<file path="config.mk">
export PLATFORM = sky130hd
export DESIGN_NAME = ecc_fault_injector
export DESIGN_NICKNAME = d
export VERILOG_FILES = /design/src/rtl/inj_pkg.sv /design/src/rtl/inj_regs.sv /design/src/rtl/inj_match.sv /design/src/rtl/inj_corrupt.sv /design/src/rtl/ecc_fault_injector.sv
export SDC_FILE = /design/constraint.sdc
export NUM_CORES = 1
export LEC_CHECK = 0
export BUFFER_PORTS_ARGS = -buffer_cell sky130_fd_sc_hd__buf_2
export CAP_MARGIN = 20
export CORE_AREA = 8 8 183 185
export CTS_CLUSTER_DIAMETER = 30
export DETAILED_ROUTE_END_ITERATION = 6
export DIE_AREA = 0 0 191 193
export SLEW_MARGIN = 15
export SYNTH_ARGS = -nofsm -noshare
export SYNTH_HDL_FRONTEND = slang
export SYNTH_SLANG_ARGS = --single-unit
</file>
<file path="constraint.sdc">
create_clock -name clk -period 6 [get_ports clk]
set_clock_uncertainty 0.2 [all_clocks]
set_input_delay 0.3 -clock clk [delete_from_list [all_inputs] [get_ports clk]]
set_output_delay 0.3 -clock clk [all_outputs]
set_load 0.01 [all_outputs]
</file>
<file path="src/rtl/inj_pkg.sv">
package inj_pkg;
  localparam int NFLD = 6;
  localparam int VW   = 16;

  typedef enum logic [3:0] {
    RA_DIMM  = 4'd0,
    RA_RANK  = 4'd1,
    RA_CHAN  = 4'd2,
    RA_BANK  = 4'd3,
    RA_PAGE  = 4'd4,
    RA_COL   = 4'd5,
    RA_MASK0 = 4'd6,
    RA_MASK1 = 4'd7,
    RA_MASK2 = 4'd8,
    RA_SECT  = 4'd9,
    RA_TYPE  = 4'd10,
    RA_EN    = 4'd11
  } reg_addr_e;

  localparam int TY_REPEAT = 0;
  localparam int TY_ECC    = 1;
  localparam int TY_PAR    = 2;
endpackage

</file>
<file path="src/rtl/inj_regs.sv">
module inj_regs #(
  parameter int HALF_W = 72,
  parameter int NHALF  = 2,
  parameter int unsigned FW [inj_pkg::NFLD] = '{2, 2, 2, 4, 16, 10}
) (
  input  logic                         clk,
  input  logic                         rst_n,
  input  logic                         we,
  input  logic [3:0]                   addr,
  input  logic [31:0]                  wdata,
  output logic [31:0]                  rdata,
  input  logic                         consume,
  output logic [inj_pkg::NFLD-1:0]     any_q,
  output logic [inj_pkg::VW-1:0]       val_q [inj_pkg::NFLD],
  output logic [HALF_W-1:0]            mask_q,
  output logic [NHALF-1:0]             sect_q,
  output logic [2:0]                   typ_q,
  output logic                         armed_q
);
  import inj_pkg::*;

  function automatic logic [VW-1:0] fmask(int unsigned w);
    return VW'((32'd1 << w) - 32'd1);
  endfunction

  always_ff @(posedge clk) begin
    if (!rst_n) begin
      any_q   <= '1;
      mask_q  <= '0;
      sect_q  <= '0;
      typ_q   <= '0;
      armed_q <= 1'b0;
      for (int i = 0; i < NFLD; i++) val_q[i] <= '0;
    end else begin
      if (we) begin
        for (int i = 0; i < NFLD; i++) begin
          if (int'(addr) == i) begin
            any_q[i] <= wdata[31];
            val_q[i] <= wdata[VW-1:0] & fmask(FW[i]);
          end
        end
        for (int b = 0; b < HALF_W; b++) begin
          if (int'(addr) == int'(RA_MASK0) + b / 32) mask_q[b] <= wdata[b % 32];
        end
        if (addr == RA_SECT) sect_q <= wdata[NHALF-1:0];
        if (addr == RA_TYPE) typ_q  <= wdata[2:0];
      end
      if (we && addr == RA_EN) armed_q <= |wdata;
      else if (consume)        armed_q <= 1'b0;
    end
  end

  always_comb begin
    rdata = '0;
    for (int i = 0; i < NFLD; i++) begin
      if (int'(addr) == i) begin
        rdata[31]     = any_q[i];
        rdata[VW-1:0] = val_q[i];
      end
    end
    for (int b = 0; b < HALF_W; b++) begin
      if (int'(addr) == int'(RA_MASK0) + b / 32) rdata[b % 32] = mask_q[b];
    end
    if (addr == RA_SECT) rdata[NHALF-1:0] = sect_q;
    if (addr == RA_TYPE) rdata[2:0]       = typ_q;
    if (addr == RA_EN)   rdata[0]         = armed_q;
  end
endmodule

</file>
<file path="src/rtl/inj_match.sv">
module inj_match (
  input  logic [inj_pkg::NFLD-1:0] any_q,
  input  logic [inj_pkg::VW-1:0]   val_q [inj_pkg::NFLD],
  input  logic [inj_pkg::VW-1:0]   req   [inj_pkg::NFLD],
  output logic                     all_hit
);
  import inj_pkg::*;
  logic [NFLD-1:0] fhit;

  for (genvar i = 0; i < NFLD; i++) begin : g_fld
    assign fhit[i] = any_q[i] | (val_q[i] == req[i]);
  end

  assign all_hit = &fhit;
endmodule

</file>
<file path="src/rtl/inj_corrupt.sv">
module inj_corrupt #(
  parameter int HALF_W = 72,
  parameter int NHALF  = 2,
  localparam int CW    = HALF_W * NHALF
) (
  input  logic [CW-1:0]     code_in,
  input  logic [HALF_W-1:0] mask,
  input  logic [NHALF-1:0]  sel,
  input  logic              apply,
  output logic [CW-1:0]     code_out
);
  for (genvar h = 0; h < NHALF; h++) begin : g_half
    assign code_out[h*HALF_W +: HALF_W] =
      code_in[h*HALF_W +: HALF_W] ^ ({HALF_W{apply & sel[h]}} & mask);
  end
endmodule

</file>
<file path="src/rtl/ecc_fault_injector.sv">
module ecc_fault_injector #(
  parameter int HALF_W = 72,
  parameter int NHALF  = 2,
  parameter int CHAN_W = 2,
  parameter int DIMM_W = 2,
  parameter int RANK_W = 2,
  parameter int BANK_W = 4,
  parameter int PAGE_W = 16,
  parameter int COL_W  = 10,
  localparam int CW    = HALF_W * NHALF
) (
  input  logic              clk,
  input  logic              rst_n,
  input  logic              cfg_we,
  input  logic [3:0]        cfg_addr,
  input  logic [31:0]       cfg_wdata,
  output logic [31:0]       cfg_rdata,
  input  logic              in_valid,
  output logic              in_ready,
  input  logic              in_write,
  input  logic [CHAN_W-1:0] in_chan,
  input  logic [DIMM_W-1:0] in_dimm,
  input  logic [RANK_W-1:0] in_rank,
  input  logic [BANK_W-1:0] in_bank,
  input  logic [PAGE_W-1:0] in_page,
  input  logic [COL_W-1:0]  in_col,
  input  logic              in_par,
  input  logic [CW-1:0]     in_code,
  output logic              out_valid,
  input  logic              out_ready,
  output logic              out_par,
  output logic [CW-1:0]     out_code
);
  import inj_pkg::*;

  localparam int unsigned FW [NFLD] = '{DIMM_W, RANK_W, CHAN_W, BANK_W, PAGE_W, COL_W};

  logic [NFLD-1:0]   any_q;
  logic [VW-1:0]     val_q [NFLD];
  logic [VW-1:0]     req   [NFLD];
  logic [HALF_W-1:0] mask_q;
  logic [NHALF-1:0]  sect_q;
  logic [2:0]        typ_q;
  logic              armed_q;
  logic              loc_hit, hit, fire, consume, par_inj, ecc_inj;

  assign req[RA_DIMM] = VW'(in_dimm);
  assign req[RA_RANK] = VW'(in_rank);
  assign req[RA_CHAN] = VW'(in_chan);
  assign req[RA_BANK] = VW'(in_bank);
  assign req[RA_PAGE] = VW'(in_page);
  assign req[RA_COL]  = VW'(in_col);

  inj_regs #(.HALF_W(HALF_W), .NHALF(NHALF), .FW(FW)) u_regs (
    .clk(clk), .rst_n(rst_n), .we(cfg_we), .addr(cfg_addr), .wdata(cfg_wdata),
    .rdata(cfg_rdata), .consume(consume), .any_q(any_q), .val_q(val_q),
    .mask_q(mask_q), .sect_q(sect_q), .typ_q(typ_q), .armed_q(armed_q)
  );

  inj_match u_match (.any_q(any_q), .val_q(val_q), .req(req), .all_hit(loc_hit));

  assign hit     = armed_q & in_valid & in_write & loc_hit;
  assign fire    = hit & out_ready;
  assign consume = fire & ~typ_q[TY_REPEAT];
  assign par_inj = hit & typ_q[TY_PAR];
  assign ecc_inj = hit & typ_q[TY_ECC] & ~typ_q[TY_PAR];

  inj_corrupt #(.HALF_W(HALF_W), .NHALF(NHALF)) u_corrupt (
    .code_in(in_code), .mask(mask_q), .sel(sect_q), .apply(ecc_inj), .code_out(out_code)
  );

  assign out_par   = in_par ^ par_inj;
  assign out_valid = in_valid;
  assign in_ready  = out_ready;
endmodule

</file>
Word level (Yosys, flattened, before mapping)

Cells that the tools add are included.

Eq/ne operators: 17
Mux-type cells: 89
Bitwise operators: 23
Reduce and logical (&&, ||, !) cells: 16

Operator list:

| kind                 | count |
|---|---|
| $and A72 B72 Y72     | 2 |
| $xor A72 B72 Y72     | 2 |
| $mux W1              | 81 |
| $eq A4 B4 Y1 const B | 8 |
| $mux W16             | 2 |
| $reduce_or A32 Y1    | 1 |
| $reduce_and A2 Y1    | 11 |
| $eq A16 B16 Y1       | 1 |
| $and A1 B1 Y1        | 10 |
| $eq A10 B10 Y1       | 1 |
| $eq A4 B3 Y1 const B | 2 |
| $mux W2              | 4 |
| $eq A2 B2 Y1         | 3 |
| $or A1 B1 Y1         | 6 |
| $reduce_and A6 Y1    | 1 |
| $eq A4 B2 Y1 const B | 1 |
| $eq A4 B4 Y1         | 1 |
| $logic_not A4 Y1     | 1 |
| $mux W4              | 1 |
| $mux W3              | 1 |
| $not A1 Y1           | 2 |
| $reduce_bool A2 Y1   | 1 |
| $logic_and A1 B1 Y1  | 1 |
| $xor A1 B1 Y1        | 1 |

Register bits: 120
Input port bits: 223
Output and inout port bits: 179
Logic and storage cells: 163

Logic depth before layout (Yosys ltp)

Word-level depth: 13
Mapped depth: 9
Depth with buffers taken out: 6

Hierarchy

From an unflattened synthesis, not the netlist that was laid out.

Cells, all modules: 1172
Area total of the unflattened synthesis: 9537.9 sq um

Modules (own cells, without submodules):

| module             | times used | cells an instance | area an instance (sq um) | sequential area each (sq um) |
|---|---|---|---|---|
| inj_regs           | 1          | 713               | 6174.7                   | 2402.3 |
| inj_corrupt        | 1          | 320               | 2240.9                   | 0.0 |
| inj_match          | 1          | 130               | 1057.3                   | 0.0 |
| ecc_fault_injector | 1          | 9                 | 65.1                     | 0.0 |

Least setup slack after synthesis

No wires, ideal clock.

Path kind: register to output
From: register u_regs.val_q[25] in the netlist's numbering
To: output port out_code[23]
Arrival: 1.847 ns
Data required time: 5.500 ns
Path slack: 3.653 ns
Cell stages (with the launch flop): 9
Buffers on the path: 2
Path through: dfxtp_1 xnor2_1 nand4_1 nor4_2 o211ai_2 buf_6 buf_8 nor4_1 xor2_1

Cells in the longest elaborated chain, start to end: 9

RTL lines:

| what                            | line                     | source |
|---|---|---|
| start, declared                 | inj_regs.sv:14           | `output logic [inj_pkg::VW-1:0] val_q [inj_pkg::NFLD],` |
| start signal, assigned by index | inj_regs.sv:39           | `val_q[i] <= wdata[VW-1:0] & fmask(FW[i]);` |
| $eq A16 B16 Y1                  | inj_match.sv:11          | `assign fhit[i] = any_q[i] \| (val_q[i] == req[i]);` |
| $or A1 B1 Y1                    | inj_match.sv:11          |  |
| $reduce_and A6 Y1               | inj_match.sv:14          | `assign all_hit = &fhit;` |
| $and A1 B1 Y1                   | ecc_fault_injector.sv:62 | `assign hit = armed_q & in_valid & in_write & loc_hit;` |
| $and A1 B1 Y1 (2 in a row)      | ecc_fault_injector.sv:66 | `assign ecc_inj = hit & typ_q[TY_ECC] & ~typ_q[TY_PAR];` |
| $and A1 B1 Y1                   | inj_corrupt.sv:14        | `code_in[h*HALF_W +: HALF_W] ^ ({HALF_W{apply & sel[h]}} & mask);` |
| $and A72 B72 Y72                | inj_corrupt.sv:14        |  |
| $xor A72 B72 Y72                | inj_corrupt.sv:14        |  |
| end, declared                   | ecc_fault_injector.sv:32 | `output logic [CW-1:0] out_code` |

No other way between the ends.

Worst setup path after layout

From: register u_regs.val_q[27] in the netlist's numbering
To: output port out_code[88]

Same word-level chain as after synthesis.

==> results.json <==
{
  "detailroute.via_count": 9668,
  "critical_path_endpoint_category": "primary output",
  "dpl_worst_slack_ps": 2209,
  "cp_cell_sequence": "xnor2_1 > nand4_1 > nor4_2 > o211ai_4 > buf_4 > buf_4 > buf_16 > nor4_2 > xor2_1 > buf_2",
  "synth_largest_type_area_fraction": 0.2571,
  "cts.sinks": 120,
  "die_area_um2": 36860,
  "holdCritStartpoint": "cfg_wdata[7]",
  "place_hpwl_um": 30960,
  "synth_sequential_area_ratio": 0.2571,
  "stdcell_count": 1894,
  "fin_worst_hold_slack_ps": 30.17,
  "globalRoute.totalOverflow": 0,
  "fin_crit_ps": 4159,
  "postLayoutCoreUtil": 0.4007,
  "fp.dieW_um": 191,
  "numPortBuffers": 401,
  "detailedRoute.firstPassIterationCount": 5,
  "r2r_start": "u_regs.val_q[0]",
  "gp_congestion": 0.8701,
  "post_cts_resized": 0,
  "netlist_top_cells_area": "dfxtp_1, xor2_1, nor4_2",
  "worstPathRequired_ps": 5500,
  "clk_pin_slew_worst_paths_ps": 60,
  "cts_tree": "done",
  "upper_clock_frequency_limit_mhz": 240.4,
  "clock_tree.htree_level_count": 4,
  "final-max-slew-violation-count": 0,
  "criticalPathCategory": "register to primary output",
  "worstSetupStartpointType": "register",
  "synth_top_cell_by_area": "dfxtp_1",
  "floorplan.io_pins": 402,
  "finalSetupViolations": 0,
  "timing.max_cap.violations": 0,
  "filler_cell_count": 3212,
  "numPlacedInstances": 1838,
  "nets": 1702,
  "cp_max_fo": 62,
  "initialDrtViolationCount": 635,
  "final.setup.tns_ps": 0,
  "netlist-cell-type-count": 42,
  "postRouteWirelength_um": 41300,
  "route.detailed.vias_per_inst": 5.105,
  "grt_max_degree": 147,
  "ir_drop_v": 0.0001465,
  "yosys_register_bits": 120,
  "ys_warn_count": 0,
  "detail-route-antenna-nets": 0,
  "cts_root_buf": "clkbuf_16",
  "grt_first_pass_wirelength_um": 59840,
  "syn_nets": 1359,
  "avg_wl_per_cell_um": 21.81,
  "drive_above_1_share": 0.3816,
  "status": "complete, no violations",
  "synthToLayoutAreaGrowth_pct": 32.17,
  "die_h_um": 193,
  "std_cell_rows": 65,
  "grt_pass1_vias": 9745,
  "edff_count_synth": 0,
  "leakage_power_of_the_design_uw": 0.004821,
  "critical_path_s_largest_stage_delay_ps": 470,
  "post_synth_instance_area_um2": 9345,
  "rsz0062_at_grt": "no",
  "worstMarginPinSlew_ps": 1118,
  "setup.reg_to_reg.worst_slack_ps": 3230,
  "async_flop_share": 0,
  "drt_drc_violations_left": 0,
  "slew_headroom": 0.2544,
  "cts_buffer_depth": 2,
  "number_of_antenna_violations_at_the_first_check_in_global_routing": 0,
  "area_of_the_core_region_um2": 30820,
  "setup_slack_ps": 1841,
  "synth-main-ff-cell": "dfxtp_1",
  "r2r-end": "u_regs.armed_q",
  "cp_arrival_ps": 3660,
  "global_route.usage.total": 0.2124,
  "ff2ff_path_depth": 6,
  "worst_skew_pair.late_latency_ps": 430,
  "period_utilization": 0.6932,
  "critical_path_start": "u_regs.val_q[27]",
  "gate_count_after_technology_mapping": 1136,
  "cts-buffers-inserted": 17,
  "timing.final.hold_violations": 0,
  "syn_area_per_cell_um2": 8.226,
  "timing.critical_path.slowest_stage_cell": "nor4_2",
  "worst_hold_path_type": "input port to register",
  "initial_utilization": 0.3032,
  "cp-endpoint": "out_code[88]",
  "power_density_nw_per_um2": 192.6
}
==> metrics by stage <==
stage	area, um2	power [uW]
final	12350	2379
after global routing	12350	2462
after CTS	12320	2407
after detailed placement	11420	1189
after global placement	11410	1186
after floorplan	9345	995.6
==> worst min-delay path by stage <==
stage                        end  slack, ps  cells past startpoint
2_1_floorplan   u_regs.mask_q[8]        240                      2
3_3_place_gp   u_regs.mask_q[13]        270                      2
3_5_place_dp   u_regs.mask_q[29]        270                      2
4_1_cts        u_regs.mask_q[39]         20                      3
5_1_grt          u_regs.val_q[7]         30                      3
6_report       u_regs.mask_q[39]         30                      3
==> worst max-delay path, delay by kind of cell (launching register included) <==
| kind | cells | cell delay (ps) |
|---|---|---|
| buffers and inverters | 4 | 1250 |
| DFF | 1 | 330 |
| xor gates and xnor gates | 2 | 550 |
| AOI/OAI and AO/OA | 1 | 90 |
| and+or+nand+nor | 3 | 940 |
==> report_power, final <==
group          switching [uW]  internal [uW]  leakage [uW]
Combinational             205            159       0.00352
Clock                     417            778      0.000330
Sequential               12.8            807      0.000970
==> layout by cell type, fill, tap and decap left out, types with 2 or more instances in the layout <==
cell | netlist | layout
a211oi_1 | 2 | 2
a21boi_0 | 101 | 101
a21oi_1 | 10 | 10
a22o_1 | 15 | 15
a22oi_1 | 8 | 8
and2_1 | 3 | 3
and3_1 | 2 | 2
buf_2 | 22 | 401
buf_4 | 2 | 10
bufinv_16 | 0 | 5
clkbuf_16 | 0 | 18
clkinv_4 | 0 | 4
dfxtp_1 | 120 | 119
dlygate4sd3_1 | 0 | 23
inv_6 | 0 | 3
mux2_2 | 8 | 8
mux2i_1 | 18 | 18
mux4_2 | 9 | 9
nand2_1 | 296 | 296
nand2b_1 | 7 | 5
nand2b_4 | 0 | 2
nand3_1 | 20 | 20
nand4_1 | 7 | 7
nor2_1 | 20 | 18
nor2b_1 | 15 | 15
nor3_1 | 4 | 4
nor4_1 | 56 | 56
nor4_2 | 100 | 100
o211ai_1 | 2 | 2
o21ai_0 | 6 | 6
o31ai_1 | 3 | 3
xnor2_1 | 28 | 28
xor2_1 | 153 | 153
==> synth_stat cells (2+ instances only) <==
master,number
nor2b_1,15
nand3_1,20
and2_1,3
and3_1,2
nor3_1,4
nand2_1,296
a21boi_0,101
buf_1,8
mux4_2,9
dfxtp_1,120
nor2_1,20
a22o_1,15
nand2b_1,7
buf_6,12
xor2_1,153
a211oi_1,2
nand4_1,7
clkbuf_1,64
o21ai_0,6
mux2i_1,18
o211ai_1,2
nor4_1,56
mux2_2,8
buf_8,4
o31ai_1,3
xnor2_1,28
buf_4,2
buf_2,22
nor4_2,100
a21oi_1,10
a22oi_1,8
==> logic make-up (layout without fill, tap and decap cells) <==
family | count (synthesis) | count (layout) | synth area share
compound gates | 154 | 154 | 0.1228
flops | 120 | 120 | 0.2571
xor+xnor | 181 | 181 | 0.1696
simple gates | 533 | 533 | 0.3363
other cells | 0 | 1 | 0
mux | 35 | 35 | 0.05061
buf+inv | 113 | 468 | 0.06360
==> per-layer routing <==
| metal | track usage | part of all wire |
|---|---|---|
| met2 | 0.3595 | 0.48 |
| met4 | 0.06832 | 0.023 |
| met5 | 0 | 0 |
| met3 | 0.04658 | 0.074 |
| met1 | 0.2647 | 0.42 |
==> repair_timing <==
item                                   in CTS  in global routing
hold buffers                               23                  0
endpoints found under the hold margin      48                  0
buffers inserted                            0                  0
==> cell type report <==
| cell class | count | area [um2] | share of cell area |
|---|---|---|---|
| Antenna cell | 1 | 2.502 | 0.0002026 |
| Clock buffer | 19 | 464.2 | 0.03758 |
| Clock inverter | 12 | 211.5 | 0.01712 |
| Inverter | 1 | 3.754 | 0.0003039 |
| Multi-Input combinational cell | 903 | 6401 | 0.5182 |
| Sequential cell | 120 | 2406 | 0.1948 |
| Tap cell | 402 | 503.0 | 0.04072 |
| Timing Repair Buffer | 436 | 2360 | 0.1910 |
==> registers in the layout (all words and copies together), names as in the netlist <==
signal          cells
u_regs.sect_q       2
u_regs.armed_q      1
u_regs.val_q       36
u_regs.mask_q      72
u_regs.any_q        6
u_regs.typ_q        3
No activity file was read; power rests on OpenSTA's default activity.
